## config.mk

```make
export PLATFORM = sky130hd
export DESIGN_NAME = mdio_cmd_engine
export DESIGN_NICKNAME = d
export VERILOG_FILES = /design/src/rtl/mdio_pkg.sv /design/src/rtl/mdio_clk_gen.sv /design/src/rtl/mdio_frame_shifter.sv /design/src/rtl/mdio_cmd_engine.sv
export SDC_FILE = /design/constraint.sdc
export NUM_CORES = 1
export LEC_CHECK = 0
export BUFFER_PORTS_ARGS = -buffer_cell sky130_fd_sc_hd__buf_4
export CAP_MARGIN = 40
export CELL_PAD_IN_SITES_DETAIL_PLACEMENT = 1
export CELL_PAD_IN_SITES_GLOBAL_PLACEMENT = 1
export CORE_UTILIZATION = 40
export CTS_CLUSTER_SIZE = 24
export DETAILED_ROUTE_END_ITERATION = 8
export GPL_TIMING_DRIVEN = 1
export PLACE_DENSITY_LB_ADDON = 0.1
export SYNTH_ARGS = -nofsm -noshare
export SYNTH_HDL_FRONTEND = slang
export SYNTH_SLANG_ARGS = --single-unit
```

## constraint.sdc

```tcl
create_clock -name clk -period 1.9 [get_ports clk]
set_input_delay 0.38 -clock clk [delete_from_list [all_inputs] [get_ports clk]]
set_output_delay 0.38 -clock clk [all_outputs]
set_load 0.005 [all_outputs]
```

## src/rtl/mdio_pkg.sv

```systemverilog
`timescale 1ns/1ps
// mdio_pkg: shared opcode type and frame geometry for the MDIO command engine.
// Assumes clause-22 framing with a full 32-bit preamble.
package mdio_pkg;
    typedef enum logic [1:0] {
        OP_RSV0  = 2'b00,
        OP_WRITE = 2'b01,
        OP_READ  = 2'b10,
        OP_RSV3  = 2'b11
    } mdio_op_e;

    localparam int FRAME_BITS = 64;
    localparam int TA_IDX     = 46;   // first turnaround bit
    localparam int DATA_IDX   = 48;   // first data bit
    localparam int IDX_W      = $clog2(FRAME_BITS);
endpackage

```

## src/rtl/mdio_clk_gen.sv

```systemverilog
`timescale 1ns/1ps
// mdio_clk_gen: management clock divider.
// Runs only while enabled; mdc rests low. Produces single-cycle strobes
// on the system clock edge where mdc rises or falls.
// Assumes DIV_HALF >= 1.
module mdio_clk_gen #(
    parameter int DIV_HALF = 2
) (
    input  logic clk,
    input  logic rst_n,
    input  logic en,
    output logic mdc,
    output logic rise_stb,
    output logic fall_stb
);
    localparam int CW = (DIV_HALF > 1) ? $clog2(DIV_HALF) : 1;
    localparam logic [CW-1:0] LAST = CW'(DIV_HALF - 1);

    logic [CW-1:0] cnt;
    logic          wrap;

    assign wrap     = (cnt == LAST);
    assign rise_stb = en && wrap && !mdc;
    assign fall_stb = en && wrap && mdc;

    // Half-period counter and mdc toggle; parked low when disabled.
    always_ff @(posedge clk) begin
        if (!rst_n || !en) begin
            cnt <= '0;
            mdc <= 1'b0;
        end else if (wrap) begin
            cnt <= '0;
            mdc <= ~mdc;
        end else begin
            cnt <= cnt + 1'b1;
        end
    end

    AST_MDC_IDLE_LOW: assert property (@(posedge clk) disable iff (!rst_n)
        !en && !$past(en) |-> !mdc) else $error("mdc not parked low");
endmodule

```

## src/rtl/mdio_frame_shifter.sv

```systemverilog
`timescale 1ns/1ps
// mdio_frame_shifter: serialises one 64-bit management frame.
// Loads the whole frame on start and shifts it on each falling mdc.
// On reads, releases the line from the turnaround onward and captures
// the data bits on rising mdc.
// Assumes start is only pulsed while not busy.
module mdio_frame_shifter
    import mdio_pkg::*;
(
    input  logic        clk,
    input  logic        rst_n,
    input  logic        start,
    input  mdio_op_e    op,
    input  logic [4:0]  phy,
    input  logic [4:0]  regad,
    input  logic [15:0] wdata,
    input  logic        rise_stb,
    input  logic        fall_stb,
    input  logic        mdio_i,
    output logic        busy,
    output logic        done,
    output logic [15:0] rdata,
    output logic        mdio_o,
    output logic        mdio_oe
);
    localparam logic [IDX_W-1:0] LAST_IDX = IDX_W'(FRAME_BITS - 1);

    logic [FRAME_BITS-1:0] shreg;
    logic [IDX_W-1:0]      idx;
    logic                  is_rd;
    logic [15:0]           cap;

    assign done    = busy && fall_stb && (idx == LAST_IDX);
    assign mdio_oe = busy && !(is_rd && idx >= IDX_W'(TA_IDX));
    assign mdio_o  = mdio_oe ? shreg[FRAME_BITS-1] : 1'b1;
    assign rdata   = cap;

    // Frame load, bit advance on falling mdc, and end of frame.
    always_ff @(posedge clk) begin
        if (!rst_n) begin
            busy  <= 1'b0;
            idx   <= '0;
            shreg <= '0;
            is_rd <= 1'b0;
        end else if (start) begin
            busy  <= 1'b1;
            idx   <= '0;
            shreg <= {32'hFFFF_FFFF, 2'b01, op, phy, regad, 2'b10, wdata};
            is_rd <= (op == OP_READ);
        end else if (busy && fall_stb) begin
            if (idx == LAST_IDX) busy <= 1'b0;
            else                 idx  <= idx + 1'b1;
            shreg <= {shreg[FRAME_BITS-2:0], 1'b0};
        end
    end

    // Read capture on rising mdc during the data bits.
    always_ff @(posedge clk) begin
        if (!rst_n || start) begin
            cap <= '0;
        end else if (busy && rise_stb && is_rd && idx >= IDX_W'(DATA_IDX)) begin
            cap <= {cap[14:0], mdio_i};
        end
    end

    AST_OUT_ON_FALL: assert property (@(posedge clk) disable iff (!rst_n)
        busy && $past(busy) && !$stable(mdio_o) |-> $past(fall_stb))
        else $error("mdio_o moved off a falling edge");
    AST_CAPTURE_ON_RISE: assert property (@(posedge clk) disable iff (!rst_n)
        busy && $past(busy) && !$stable(cap) |-> $past(rise_stb))
        else $error("capture off a rising edge");
    AST_READ_RELEASE: assert property (@(posedge clk) disable iff (!rst_n)
        busy && is_rd && idx >= IDX_W'(TA_IDX) |-> !mdio_oe)
        else $error("line driven during read data");
endmodule

```

## src/rtl/mdio_cmd_engine.sv

```systemverilog
`timescale 1ns/1ps
// mdio_cmd_engine: command register front end of the MDIO master.
// A valid command written while idle latches the fields, clears ready
// and launches a frame. Ready returns at the end of the frame, read
// data is merged in, and the level interrupt is raised if enabled.
// Assumes software writes reserved bits and the ready bit as 0 in a command.
module mdio_cmd_engine
    import mdio_pkg::*;
#(
    parameter int DIV_HALF = 2
) (
    input  logic        clk,
    input  logic        rst_n,
    input  logic        reg_wr,
    input  logic [31:0] reg_wdata,
    output logic [31:0] reg_rdata,
    output logic        irq,
    output logic        mdc,
    output logic        mdio_o,
    output logic        mdio_oe,
    input  logic        mdio_i
);
    logic [15:0] f_data;
    logic [4:0]  f_reg;
    logic [4:0]  f_phy;
    mdio_op_e    f_op;
    logic        f_rdy;
    logic        f_ie;
    logic        irq_flag;

    logic        busy, done, rise_stb, fall_stb, start, op_ok;
    logic [15:0] rd_data;
    mdio_op_e    wr_op;

    assign wr_op     = mdio_op_e'(reg_wdata[27:26]);
    assign op_ok     = (wr_op == OP_WRITE) || (wr_op == OP_READ);
    assign start     = reg_wr && !busy && op_ok;
    assign irq       = irq_flag && f_ie;
    assign reg_rdata = {2'b00, f_ie, f_rdy, f_op, f_phy, f_reg, f_data};

    mdio_clk_gen #(.DIV_HALF(DIV_HALF)) u_clk (
        .clk(clk), .rst_n(rst_n), .en(busy),
        .mdc(mdc), .rise_stb(rise_stb), .fall_stb(fall_stb)
    );

    mdio_frame_shifter u_shift (
        .clk(clk), .rst_n(rst_n), .start(start), .op(wr_op),
        .phy(reg_wdata[25:21]), .regad(reg_wdata[20:16]), .wdata(reg_wdata[15:0]),
        .rise_stb(rise_stb), .fall_stb(fall_stb), .mdio_i(mdio_i),
        .busy(busy), .done(done), .rdata(rd_data),
        .mdio_o(mdio_o), .mdio_oe(mdio_oe)
    );

    // Command register: accept, reserved-opcode IE update, completion merge.
    always_ff @(posedge clk) begin
        if (!rst_n) begin
            f_data   <= '0;
            f_reg    <= '0;
            f_phy    <= '0;
            f_op     <= OP_RSV0;
            f_rdy    <= 1'b1;
            f_ie     <= 1'b0;
            irq_flag <= 1'b0;
        end else begin
            if (start) begin
                f_data   <= reg_wdata[15:0];
                f_reg    <= reg_wdata[20:16];
                f_phy    <= reg_wdata[25:21];
                f_op     <= wr_op;
                f_ie     <= reg_wdata[29];
                f_rdy    <= 1'b0;
                irq_flag <= 1'b0;
            end else if (reg_wr && !busy) begin
                f_ie <= reg_wdata[29];
                if (!reg_wdata[29]) irq_flag <= 1'b0;
            end
            if (done) begin
                f_rdy <= 1'b1;
                if (f_op == OP_READ) f_data <= rd_data;
                if (f_ie) irq_flag <= 1'b1;
            end
        end
    end

    AST_SW_RSVD_ZERO: assert property (@(posedge clk) disable iff (!rst_n)
        reg_wr |-> reg_wdata[31:30] == 2'b00 && !(op_ok && reg_wdata[28]))
        else $error("command word breaks software rules");
    AST_START_VALID_OP: assert property (@(posedge clk) disable iff (!rst_n)
        $rose(busy) |-> $past(reg_wr) && ($past(reg_wdata[27:26]) == 2'b01 ||
                                          $past(reg_wdata[27:26]) == 2'b10))
        else $error("frame without valid opcode");
    AST_BUSY_NOT_READY: assert property (@(posedge clk) disable iff (!rst_n)
        busy |-> !f_rdy) else $error("ready during frame");
    AST_READY_AT_END: assert property (@(posedge clk) disable iff (!rst_n)
        $fell(busy) |-> f_rdy) else $error("ready missing at end");
    AST_BUSY_WRITE_IGNORED: assert property (@(posedge clk) disable iff (!rst_n)
        $past(busy) && $past(reg_wr) && busy |-> $stable(reg_rdata))
        else $error("busy write changed register");
    AST_IRQ_QUALIFIED: assert property (@(posedge clk) disable iff (!rst_n)
        irq |-> f_ie && f_rdy) else $error("irq while busy or disabled");
endmodule

```

==> results.md <==
- Layout Skew: 0.00580 ns
- Final Max Slew Viols: 0
- Final-layout worst hold slack: 0.212 ns
- Total number of placement rows: 40
- Biggest cell delay along the critical path: 0.34 ns
- Global route overflow: 0
- Post-detailed-route DRC marker count: 0
- CP Data Required Time: 1.52 ns
- Kind of cell with the highest combined delay on the critical path: compound AO/OA/AOI/OAI gates
- Final period utilization: 105%
- Die Y: 113 um
- X dimension of the die: 113 um
- Overall Global Routing Usage: 22.4%
- Clock buffer count from CTS: 17
- CTS tree: yes
- Number of synthesis warnings: 0
- Startpoint Class: flip-flop
- Instance count of the mapped netlist: 546
- Sort of element at the end of the critical path: output pin
- Antenna diode count: 0
- Global placer's final weighted congestion: 0.772
- Number of sinks on the clock net: 121
- Wirelength per Cell: 17.7 um
- Highest attainable clock frequency: 499 MHz
- Sequential-to-total area share from yosys stat: 49.3%
- Buffers from clock root to sink, at most: 2
- Total of endpoints with negative setup slack in the final report: 2
- Vias/cell: 5.66
- Count of maximum capacitance violations: 0
- Final WL: 13.6 mm
- Largest register FFs: 64
- Synth Cell Area: 4920 um^2
- Failing checks: negative setup slack
- Area leader, netlist: sky130_fd_sc_hd__dfxtp_1
- Slew at the pin closest to its max-slew limit: 0.588 ns
- Total power density per cell area: 1060 nW/um^2
- Pre-Repair DR Iteration Count: 4
- Starting density of the core: 40.9%
- Mean instance size in the synthesized netlist: 9.00 um^2
- I/O Pins: 72
- Clock transition at path regs: 0.06 ns
- Post-layout utilization of the core: 52.6%
- Final setup slack of the worst path: -0.103 ns
- Async S/R FF share, synth: 0%
- Antenna Nets Post-Route: 0
- Max rail drop VDD: 0.803 mV
- EDFF count, synth: 0
- Slew HR: 60.8%
- Number of synthesized register bits: 121
- Layout Area Growth over Synthesis: 28.6%
- Unique masters post-synth: 45
- Share of cells above drive strength 1: 30.3%
- Final hold viol count: 0
- Total vias in the final route: 4341
- Placement Setup Slack: -0.0951 ns
- Chain of cells forming the critical path: inv_2, ha_4, nor2_4, o21ai_2, a311o_1, buf_4
- Cell leakage power: 2.36 nW
- Initial antenna violation count: 0
- Sum of buffers and inverters on the critical path: 2
- Final HPWL DP: 8.69 mm
- Number of levels the H-tree was split into: 4
- Worst skew pair latency: 0.42 ns
- Arrival time at the worst endpoint: 1.62 ns
- Most flop-heavy register: u_shift.shreg
- Global-route wire length before repair: 22.1 mm
- Largest net degree at the start of global routing: 42
- Nets: 646
- Detailed Route Iter0 Violations: 221
- Setup repair after global routing missed its margin: true
- Outcome: finished with violations
- Setup Crit Path Kind: reg -> out
- Root Driver: sky130_fd_sc_hd__clkbuf_16
- Synth top area share: 49.3%
- Total Die Area: 12700 um^2
- Biggest area contributors in the synthesized netlist: sky130_fd_sc_hd__dfxtp_1 (49%), sky130_fd_sc_hd__nand2_1 (9.2%), sky130_fd_sc_hd__o221a_2 (7.6%)
- IO Port Bufs: 66
- Vias in the first global route: 4255
- Classification of the worst-slack hold path: in -> reg
- Shortest clock period the worst path allows after layout: 2.00 ns
- Core Box Area: 12000 um^2
- Highest-delay cell along the critical path: sky130_fd_sc_hd__dfxtp_2
- Predominant post-synthesis flop cell: sky130_fd_sc_hd__dfxtp_1
- Maximum fanout along the worst path: 2
- Hold buffer count at cts: 0
[through the flow]
stage / std cells / TNS (ns) / instance area (um^2) / power (mW)
after floorplan: 547 / 0 / 4920 / 3.18
after global placement: 731 / -2.88 / 5620 / 3.42
after detailed placement: 731 / -3.96 / 5620 / 3.45
after CTS: 765 / -0.116 / 6280 / 6.78
after global routing: 767 / -0.277 / 6320 / 6.98
final: 767 / -0.132 / 6320 / 6.73
[worst min-delay path, stage by stage]
cell and delay (ns):
sky130_fd_sc_hd__buf_4 0.08, sky130_fd_sc_hd__mux2i_1 0.06, sky130_fd_sc_hd__nor2_1 0.07
[area by class of cell]
type                    instances  area [um^2]
fillers                      1365         5690
flip-flops and latches        121         2430
multi-input cells             361         2220
repair buffers                 99          847
clock buffers                  18          439
well taps                     147          184
clock inverters                14          173
inverters                       7         26.3
[cells in the final DEF, fill, tap and decap left out, types with 5 or more instances in the layout]
cell type,instances
sky130_fd_sc_hd__a21oi_1,33
sky130_fd_sc_hd__a31oi_1,33
sky130_fd_sc_hd__a31oi_2,10
sky130_fd_sc_hd__buf_12,8
sky130_fd_sc_hd__buf_4,90
sky130_fd_sc_hd__clkbuf_16,17
sky130_fd_sc_hd__clkinvlp_4,5
sky130_fd_sc_hd__dfxtp_1,118
sky130_fd_sc_hd__inv_1,6
sky130_fd_sc_hd__nand2_1,121
sky130_fd_sc_hd__nand3_1,21
sky130_fd_sc_hd__o21ai_0,44
sky130_fd_sc_hd__o221a_2,33
sky130_fd_sc_hd__o41ai_1,15
[synth_stat cells, types with 2 or more instances]
library cell               count
sky130_fd_sc_hd__dfxtp_1     121
sky130_fd_sc_hd__nor3_1        3
sky130_fd_sc_hd__nand4_1       2
sky130_fd_sc_hd__o221a_2      33
sky130_fd_sc_hd__a31oi_2      10
sky130_fd_sc_hd__buf_4         4
sky130_fd_sc_hd__buf_2        14
sky130_fd_sc_hd__o41ai_1      16
sky130_fd_sc_hd__nor2_1        4
sky130_fd_sc_hd__nand2_1     121
sky130_fd_sc_hd__and3_1        2
sky130_fd_sc_hd__mux2i_1       3
sky130_fd_sc_hd__o21ai_0      45
sky130_fd_sc_hd__and2_1        2
sky130_fd_sc_hd__ha_1          3
sky130_fd_sc_hd__a31oi_1      34
sky130_fd_sc_hd__a21oi_1      33
sky130_fd_sc_hd__buf_6         7
sky130_fd_sc_hd__or3_1         2
sky130_fd_sc_hd__nand3_1      22
sky130_fd_sc_hd__inv_1         7
sky130_fd_sc_hd__nor3b_1       2
sky130_fd_sc_hd__o211ai_1      2
sky130_fd_sc_hd__a21boi_0      2
sky130_fd_sc_hd__clkbuf_1     32
[report_power, final]
part / internal [mW] / leakage [nW] / total [mW] / switching (mW)
clock: 2.10 / 0.285 / 3.32 / 1.22
sequential: 2.70 / 0.992 / 2.80 / 0.0975
combinational: 0.309 / 1.08 / 0.611 / 0.302
[routing by layer]
layer	routed length, um	vias to the layer above	global-route usage, %
li1	-	2112	-
met1	6540	2148	29.5
met2	6420	68	36.0
met3	445	13	5.46
met4	159	0	7.46
met5	0	-	0
[worst paths after layout]
kind                                         from                end  cells past startpoint  slack, ns
worst max register to register     u_shift.idx[0]          f_data[7]                      6       0.15
worst min register to register  u_shift.shreg[15]  u_shift.shreg[16]                      2       0.45
worst max-delay path               u_shift.idx[0]             mdio_o                      6      -0.10
worst min-delay path                reg_wdata[29]               f_ie                      3       0.21
[cells by family (layout without fill, tap and decap cells)]
group	Yosys count	count (layout)	share of synthesized area, %
flops	121	121	49.3
xor+xnor	1	1	0.178
buf+inv	65	138	6.69
fa+ha+maj	3	3	0.764
simple gates	168	168	14.9
mux	3	3	0.611
compound gates	184	184	27.5
other cells	1	2	0.0763
[repair_timing]
item,CTS,global route
buffers inserted,2,2
pin swaps,3,1
resized for setup,9,5
endpoints found under the setup margin,2,2
(Power assumes the default switching activity.)
